$ cat src/rtl/lockreg_pkg.sv
package lockreg_pkg;

  typedef enum logic [1:0] {
    PL_OPEN   = 2'd0,
    PL_SHUT   = 2'd1,
    PL_SEALED = 2'd2
  } prot_lvl_e;

  typedef enum logic [1:0] {
    OP_SHUT  = 2'd0,
    OP_OPEN  = 2'd1,
    OP_SEAL  = 2'd2,
    OP_CLEAR = 2'd3
  } cmd_op_e;

  // Level a region moves to when a command addresses it.
  function automatic prot_lvl_e next_level(prot_lvl_e cur, cmd_op_e op);
    prot_lvl_e nxt;
    nxt = cur;
    case (op)
      OP_SHUT:  if (cur != PL_SEALED) nxt = PL_SHUT;
      OP_OPEN:  if (cur != PL_SEALED) nxt = PL_OPEN;
      OP_SEAL:  nxt = PL_SEALED;
      default:  nxt = cur;
    endcase
    return nxt;
  endfunction

  // A request passes only for an in-range open region with a healthy supply.
  function automatic logic may_write(logic in_range, logic region_open, logic low_supply);
    return in_range && region_open && !low_supply;
  endfunction

endpackage

$ cat src/rtl/lockreg_table.sv
module lockreg_table
  import lockreg_pkg::*;
#(
  parameter int REGIONS = 96,
  parameter int IDX_W   = 7
) (
  input  logic             clk,
  input  logic             rst_n,
  input  logic             cmd_valid,
  input  cmd_op_e          cmd_op,
  input  logic [IDX_W-1:0] cmd_idx,
  input  logic [IDX_W-1:0] look_idx,
  output logic             look_in_range,
  output logic             look_open,
  output logic             cmd_in_range
);
  localparam int SLOTS = 2 ** IDX_W;

  prot_lvl_e          lvl [REGIONS];
  logic [SLOTS-1:0]   open_pad;

  assign cmd_in_range  = (32'(cmd_idx) < REGIONS);
  assign look_in_range = (32'(look_idx) < REGIONS);

  for (genvar g = 0; g < SLOTS; g++) begin : g_slot
    if (g < REGIONS) begin : g_real
      always_ff @(posedge clk) begin
        if (!rst_n) begin
          lvl[g] <= PL_SHUT;
        end else if (cmd_valid && cmd_idx == IDX_W'(g)) begin
          lvl[g] <= next_level(lvl[g], cmd_op);
        end
      end
      assign open_pad[g] = (lvl[g] == PL_OPEN);
    end else begin : g_pad
      assign open_pad[g] = 1'b0;
    end
  end

  assign look_open = look_in_range && open_pad[look_idx];

endmodule

$ cat src/rtl/lockreg_gate.sv
module lockreg_gate
  import lockreg_pkg::*;
(
  input  logic clk,
  input  logic rst_n,
  input  logic req_valid,
  input  logic in_range,
  input  logic region_open,
  input  logic vpp_low,
  input  logic clr_now,
  output logic pass_now,
  output logic deny_now,
  output logic rsp_grant,
  output logic rsp_deny,
  output logic prot_err
);
  assign pass_now = req_valid && may_write(in_range, region_open, vpp_low);
  assign deny_now = req_valid && !pass_now;

  always_ff @(posedge clk) begin
    if (!rst_n) begin
      rsp_grant <= 1'b0;
      rsp_deny  <= 1'b0;
      prot_err  <= 1'b0;
    end else begin
      rsp_grant <= pass_now;
      rsp_deny  <= deny_now;
      if (deny_now)     prot_err <= 1'b1;
      else if (clr_now) prot_err <= 1'b0;
    end
  end

endmodule

$ cat src/rtl/lockreg_vpp.sv
module lockreg_vpp #(
  parameter int GUARD_CYCLES = 250
) (
  input  logic clk,
  input  logic rst_n,
  input  logic vpp_low,
  input  logic op_busy,
  input  logic clr_now,
  output logic vpp_change,
  output logic op_start,
  output logic viol_set,
  output logic vpp_viol
);
  localparam int CW = $clog2(GUARD_CYCLES + 1);

  logic          vpp_q;
  logic          busy_q;
  logic [CW-1:0] calm;
  logic          early_start;

  assign vpp_change  = vpp_low ^ vpp_q;
  assign op_start    = op_busy && !busy_q;
  assign early_start = op_start && (vpp_change || calm < CW'(GUARD_CYCLES));
  assign viol_set    = early_start || (op_busy && vpp_change);

  always_ff @(posedge clk) begin
    if (!rst_n) begin
      vpp_q    <= 1'b0;
      busy_q   <= 1'b0;
      calm     <= '0;
      vpp_viol <= 1'b0;
    end else begin
      vpp_q  <= vpp_low;
      busy_q <= op_busy;
      if (vpp_change)                     calm <= '0;
      else if (calm < CW'(GUARD_CYCLES))  calm <= calm + 1'b1;
      if (viol_set)     vpp_viol <= 1'b1;
      else if (clr_now) vpp_viol <= 1'b0;
    end
  end

endmodule

$ cat src/rtl/lockreg_unit.sv
module lockreg_unit
  import lockreg_pkg::*;
#(
  parameter int ADDR_W       = 26,
  parameter int REGION_SHIFT = 19,
  parameter int REGIONS      = 96,
  parameter int GUARD_CYCLES = 250,
  localparam int IDX_W       = ADDR_W - REGION_SHIFT
) (
  input  logic              clk,
  input  logic              rst_n,
  input  logic              cmd_valid,
  input  logic [1:0]        cmd_op,
  input  logic [IDX_W-1:0]  cmd_region,
  input  logic              req_valid,
  input  logic [ADDR_W-1:0] req_addr,
  input  logic              vpp_low,
  input  logic              op_busy,
  output logic              rsp_grant,
  output logic              rsp_deny,
  output logic              prot_err,
  output logic              vpp_viol
);
  function automatic logic [IDX_W-1:0] region_of(logic [ADDR_W-1:0] a);
    return a[ADDR_W-1:REGION_SHIFT];
  endfunction

  cmd_op_e          op_e;
  logic [IDX_W-1:0] req_idx;
  logic             clr_now;
  logic             look_in_range;
  logic             look_open;
  logic             cmd_in_range;
  logic             pass_now;
  logic             deny_now;
  logic             vpp_change;
  logic             op_start;
  logic             viol_set;

  assign op_e    = cmd_op_e'(cmd_op);
  assign req_idx = region_of(req_addr);
  assign clr_now = cmd_valid && (op_e == OP_CLEAR);

  lockreg_table #(.REGIONS(REGIONS), .IDX_W(IDX_W)) u_tab (
    .clk(clk), .rst_n(rst_n), .cmd_valid(cmd_valid), .cmd_op(op_e),
    .cmd_idx(cmd_region), .look_idx(req_idx), .look_in_range(look_in_range),
    .look_open(look_open), .cmd_in_range(cmd_in_range)
  );

  lockreg_gate u_gate (
    .clk(clk), .rst_n(rst_n), .req_valid(req_valid), .in_range(look_in_range),
    .region_open(look_open), .vpp_low(vpp_low), .clr_now(clr_now),
    .pass_now(pass_now), .deny_now(deny_now), .rsp_grant(rsp_grant),
    .rsp_deny(rsp_deny), .prot_err(prot_err)
  );

  lockreg_vpp #(.GUARD_CYCLES(GUARD_CYCLES)) u_vpp (
    .clk(clk), .rst_n(rst_n), .vpp_low(vpp_low), .op_busy(op_busy),
    .clr_now(clr_now), .vpp_change(vpp_change), .op_start(op_start),
    .viol_set(viol_set), .vpp_viol(vpp_viol)
  );

endmodule

$ cat config.mk
export PLATFORM = sky130hd
export DESIGN_NAME = lockreg_unit
export DESIGN_NICKNAME = d
export VERILOG_FILES = /design/src/rtl/lockreg_pkg.sv /design/src/rtl/lockreg_table.sv /design/src/rtl/lockreg_gate.sv /design/src/rtl/lockreg_vpp.sv /design/src/rtl/lockreg_unit.sv
export SDC_FILE = /design/constraint.sdc
export NUM_CORES = 1
export LEC_CHECK = 0
export BUFFER_PORTS_ARGS = -buffer_cell sky130_fd_sc_hd__buf_2
export CORE_MARGIN = 1
export CORE_UTILIZATION = 40
export CTS_BUF_LIST = sky130_fd_sc_hd__clkbuf_4
export CTS_CLUSTER_DIAMETER = 80
export DETAILED_ROUTE_END_ITERATION = 8
export GPL_TIMING_DRIVEN = 0
export SYNTH_ARGS = -nofsm -noshare
export SYNTH_HDL_FRONTEND = slang
export SYNTH_HIERARCHICAL = 1
export SYNTH_SLANG_ARGS = --single-unit
$ cat constraint.sdc
create_clock -name clk -period 2.9 [get_ports clk]
set_input_delay 0.29 -clock clk [delete_from_list [all_inputs] [get_ports clk]]
set_output_delay 0.29 -clock clk [all_outputs]
set_load 0.005 [all_outputs]
==> metrics.yaml, run 1 <==
maxCapViolations: 0
initial_core_util_pct: 41.1
clock_sinks: 206
p_leak_nw: 3.58
syn_to_final_growth_pct: 12.4
r2r_slack_ps: 100
hp-start: "req_addr[25]"
cts_tree: "built"
clk_pin_slew_ps: 60
regArea_mm2: 0.00605
cp_cell_sequence: "or4_1 > nand4_1 > a211oi_1 > or4_1 > nor4_1 > or3_1 > and3b_2 > and3_1"
path_depth: 8
yosysWarnings: 6
hold_viol_final: 0
fin_skew_ps: 40.5
rsz0062_at_grt: "false"
crit_top_cell: "or4_1"
routed_wl_um: 33000
regToRegStartpoint: "u_tab/lvl[2][16]"
die_x_um: 163
crit_arrival_ps: 3400
track_usage_pct: 25.3
cpPeakStageDelay_ps: 560
worst_path_dominant_cell_family: "simple AND/OR/NAND/NOR gates"
vias: 8563
reg2regPathDepth: 8
fp.coreArea_mm2: 0.0254
cts_buffers: 54
finalSetupViolations: 0
firstDrtPassIters: 5
die_h_um: 163
globalRoute.totalOverflow: 0
cts_root_buf: "clkbuf_4"
io_buffers: 23
crit_buf_inv: 0
viasPerCell: 5.98
gp_congestion: 0.904
final_core_util_pct: 46.1
max_slew_margin_pct: 11.8
avgSynthCellArea_um2: 10.6
synth_cells: 980
final_common_cell: "edfxtp_1"
drive_above_1_share_pct: 12.5
min_path_cells: 4
finalHoldWorstSlack_ps: 210
post_cts_buffers: 0
holdPathEnd: "u_gate/rsp_deny"
min_period_ps: 2800
cp_data_required_time_ps: 3500
drc_errors: 0
die-area_mm2: 0.0267
fp-row-count: 58
htree_levels: 2
clockBufferDepth: 3
ir_drop_mv: 0.246
n_fill_cell: 2472
final_cells: 1432
layout_common_cells: "edfxtp_1 (192), nor2_1 (168), nand2_1 (123), nor3b_1 (102), o31ai_1 (98)"
first_iter_violations: 1044
maxSlewViolCount: 0
worstSkewPairLatency_ps: 690
reg2reg_to: "u_gate/rsp_grant"
syn_area_mm2: 0.0104
finalNetCount: 1109
multi_input_area_mm2: 0.00404
grt_pass1_vias: 8212
power.density_mw_per_mm2: 568
grt_pass1_wl_um: 49300
max_freq_mhz: 358
ios: 45
cp_max_fo: 3
syn_nets: 1025
hold_path_class: "input pin to flop"
antenna_found_initial: 1
dp_cells: 1333
end_kind: "flop"
avgRoutedWirePerCell_um: 23.0
grt_max_degree: 14
fin_crit_sh_pct: 96.4
worstMarginPinSlew_ps: 1310
dpl.hpwl_um: 23400
drtAntennaViolNets: 0
crit_path_start_kind: "flop"
crit_type: "flop to flop"
fin_tns_setup_ps: 0
status: "completed"
slowest_stage: "or4_1"
-- worst max-delay path by stage --
| stage | from | endpoint | slack, ps |
|---|---|---|---|
| 4_1_cts | rst_n | u_tab/lvl[2][30] | 120 |
| 2_1_floorplan | req_addr[21] | u_gate/rsp_grant | 540 |
| 6_report | u_tab/lvl[2][16] | u_gate/rsp_grant | 100 |
| 5_1_grt | u_tab/lvl[0][22] | u_gate/rsp_grant | 10 |
| 3_5_place_dp | req_addr[21] | u_gate/rsp_grant | -330 |
| 3_3_place_gp | req_addr[21] | u_gate/rsp_grant | -300 |
-- through the flow --
stage	area, µm²	setup WS (ps)	power [W]
finish	11700	105	0.00666
global route	11700	10.1	0.00692
CTS	11700	118	0.00670
detailed placement	11000	-332	0.00409
global placement	11000	-301	0.00408
floorplan	10400	537	0.00387
-- flip-flops by register name (all words and copies together) (netlist names) --
name              cells
u_gate/rsp_grant      1
u_vpp/busy_q          1
u_tab/lvl           192
u_vpp/vpp_q           1
u_gate/prot_err       1
u_gate/rsp_deny       1
u_vpp/calm            8
u_vpp/vpp_viol        1
-- layout make-up --
class / count / share of cell area [%]
diodes: 1 / 0.0214
plain buffers: 74 / 2.78
clock buffers: 88 / 5.64
clock inverters: 5 / 0.384
inverters: 6 / 0.192
multi-input cells: 694 / 34.5
flip-flops and latches: 206 / 51.6
well taps: 330 / 3.52
repair buffers: 28 / 1.41
-- report_power, final --
part | total [W] | switching [W] | leakage [nW] | internal [W]
combinational | 0.000586 | 0.000402 | 1.16 | 0.000184
clock | 0.00261 | 0.00117 | 0.425 | 0.00144
sequential | 0.00346 | 0.0000735 | 1.99 | 0.00339
-- repair_timing --
action / 4_1_cts / 5_1_grt
setup endpoints to repair: 0 / 12
hold endpoints to repair: 7 / 0
gates resized for setup: 0 / 2
hold buffers: 5 / 0
-- worst register-to-register path, cell delays in order (launching register included) --
cell and delay, ps:
edfxtp_1 380, or4_1 560, nand4_1 110, a211oi_1 60, or4_1 540, nor4_1 470
or3_1 240, and3b_2 230, and3_1 150
-- per-layer routing --
layer,global-route usage (%),wire [µm],vias up
met5,0,0,-
met4,9.22,968,0
met3,3.63,2840,71
met2,39.7,14900,431
met1,35.5,14200,4198
li1,-,-,3863
(Power assumes the default switching activity.)
==> inputs of run 2 (changes only) <==
BUFFER_PORTS_ARGS = not set   (was -buffer_cell sky130_fd_sc_hd__buf_2)
CORE_UTILIZATION = 56   (was 40)
DONT_BUFFER_PORTS = 1   (was not set)
PLACE_DENSITY = 0.71   (was not set)
==> metrics.yaml, run 2 (synthesis gave the netlist of run 1 again) <==
vias: 8558  # was 8563
slowest_stage: "or4_1"  # unchanged
fp-row-count: 49  # was 58
hold_viol_final: 0  # unchanged
die_h_um: 138  # was 163 µm
final_common_cell: "edfxtp_1"  # unchanged
die-area_mm2: 0.0192  # was 0.0267 mm²
fin_skew_ps: 27.3  # was 40.5 ps
max_freq_mhz: 363  # was 358 MHz
cts_tree: "built"  # unchanged
p_leak_nw: 3.49  # was 3.58 nW
n_fill_cell: 1512  # was 2472
cp_cell_sequence: "or4_1 > nand4_1 > a211oi_1 > or4_1 > nor4_2 > or3_1 > and3b_2 > o21ai_0"  # was or4_1 > nand4_1 > a211oi_1 > or4_1 > nor4_1 > or3_1 > and3b_2 > and3_1
crit_type: "flop to flop"  # unchanged
ir_drop_mv: 0.325  # was 0.246 mV
worstSkewPairLatency_ps: 670  # was 690 ps
min_period_ps: 2760  # was 2800 ps
status: "completed"  # unchanged
grt_max_degree: 14  # unchanged
first_iter_violations: 1044  # unchanged
post_cts_buffers: 0  # unchanged
r2r_slack_ps: 140  # was 100 ps
rsz0062_at_grt: "false"  # unchanged
regArea_mm2: 0.00605  # unchanged
viasPerCell: 6.52  # was 5.98
drtAntennaViolNets: 0  # unchanged
die_x_um: 138  # was 163 µm
clk_pin_slew_ps: 60  # about the same
min_path_cells: 3  # was 4
gp_congestion: 0.906  # was 0.904
multi_input_area_mm2: 0.00404  # unchanged
top_regs: "u_tab/lvl x192, u_vpp/calm x8"  # unchanged
holdPathEnd: "u_tab/lvl[1][0]"  # was u_gate/rsp_deny
cp_data_required_time_ps: 3440  # was 3500 ps
drive_above_1_share_pct: 10.5  # was 12.5%
grt_pass1_vias: 8497  # was 8212
top_register: "u_tab/lvl"  # unchanged
place_area_mm2: 0.0107  # was 0.0110 mm²
final_cells: 1313  # was 1432
reg2reg_to: "u_gate/prot_err"  # was u_gate/rsp_grant
initial_core_util_pct: 57.7  # was 41.1%
track_usage_pct: 33.4  # was 25.3%
syn_to_final_growth_pct: 10.2  # was 12.4%
antenna_found_initial: 2  # was 1
clock_sinks: 206  # unchanged
dpl.hpwl_um: 22200  # was 23400 µm
cts_root_buf: "clkbuf_4"  # unchanged
worstMarginPinSlew_ps: 1260  # was 1310 ps
fin_crit_sh_pct: 95.1  # was 96.4%
crit_arrival_ps: 3300  # was 3400 ps
grt_pass1_wl_um: 47700  # was 49300 µm
maxSlewViolCount: 0  # unchanged
ios: 45  # unchanged
routed_wl_um: 31300  # was 33000 µm
regToRegStartpoint: "u_tab/lvl[2][16]"  # unchanged
hp-start: "cmd_region[1]"  # was req_addr[25]
cts_buffers: 54  # unchanged
firstDrtPassIters: 7  # was 5
fin_area_mm2: 0.0115  # was 0.0117 mm²
maxCapViolations: 0  # unchanged
finalSetupViolations: 0  # unchanged
avgRoutedWirePerCell_um: 23.8  # was 23.0 µm
io_buffers: 0  # was 23
power.density_mw_per_mm2: 565  # was 568 mW/mm²
dp_cells: 1209  # was 1333
htree_levels: 2  # unchanged
crit_path_start_kind: "flop"  # unchanged
drc_errors: 0  # unchanged
fp.coreArea_mm2: 0.0181  # was 0.0254 mm²
layout_common_cells: "edfxtp_1 (192), nor2_1 (168), nand2_1 (123), nor3b_1 (102), o31ai_1 (98)"  # unchanged
finalNetCount: 1091  # was 1109
largest_register_ffs: 192  # unchanged
end_kind: "flop"  # unchanged
clockBufferDepth: 3  # unchanged
globalRoute.totalOverflow: 0  # unchanged
reg2regPathDepth: 8  # unchanged
cp_max_fo: 3  # unchanged
crit_buf_inv: 0  # unchanged
max_slew_margin_pct: 15.4  # was 11.8%
crit_top_cell: "or4_1"  # unchanged
worst_path_dominant_cell_family: "simple AND/OR/NAND/NOR gates"  # unchanged
hold_path_class: "input pin to flop"  # unchanged
cpPeakStageDelay_ps: 570  # was 560 ps
run 2: worst max-delay path by stage:
stage | from | end | cells after the start
6_report | u_tab/lvl[2][16] | u_gate/prot_err | 8
2_1_floorplan | req_addr[21] | u_gate/rsp_grant | 8
3_3_place_gp | req_addr[21] | u_gate/rsp_grant | 9
4_1_cts | u_tab/lvl[2][16] | u_gate/prot_err | 8
5_1_grt | u_tab/lvl[2][16] | u_gate/prot_err | 8
3_5_place_dp | req_addr[19] | u_gate/rsp_grant | 11
run 2: layout make-up:
class | instances | area share, %
sequential | 206 | 52.6
multi-input combinational | 694 | 35.2
clock buffer | 86 | 5.62
buffer | 74 | 2.83
tap | 229 | 2.49
timing repair buffer | 10 | 0.849
clock inverter | 6 | 0.196
inverter | 6 | 0.196
antenna | 2 | 0.0436
run 2: worst register-to-register path: stages (launching register included):
cell      delay, ps
edfxtp_1        390
or4_1           570
nand4_1         110
a211oi_1         60
or4_1           560
nor4_2          410
or3_1           220
and3b_2         220
o21ai_0         100
run 2: layer usage:
layer	up-vias	GRT usage (%)	part of all wire, %
met1	4102	42.8	38
met4	0	15.0	4.2
met5	-	0	0
li1	3831	-	-
met3	108	8.31	12
met2	517	54.0	47
run 2: report_power, final:
group	internal [W]	switching, W	leakage, nW
logic	0.000177	0.000377	1.09
clock network	0.00132	0.00115	0.408
registers	0.00339	0.0000754	1.99
run 2: metrics by stage:
stage                     setup slack (ps)  hold WS, ps  total power, W  TNS, ps  util, %
after floorplan                        537          412         0.00387        0        -
after global placement               -34.3          414         0.00403    -34.3     59.2
after detailed placement             -21.1          428         0.00405    -21.1     59.2
after CTS                             88.9         53.5         0.00651        0     63.4
after global routing                  43.3         41.0         0.00674        0     63.5
final                                  143         72.7         0.00649        0     63.5
run 2: timing repair:
item                       in CTS  in global routing
setup endpoints to repair       0                  2
resized for setup               0                  1
hold endpoints to repair       14                  0
hold buffers                    9                  0
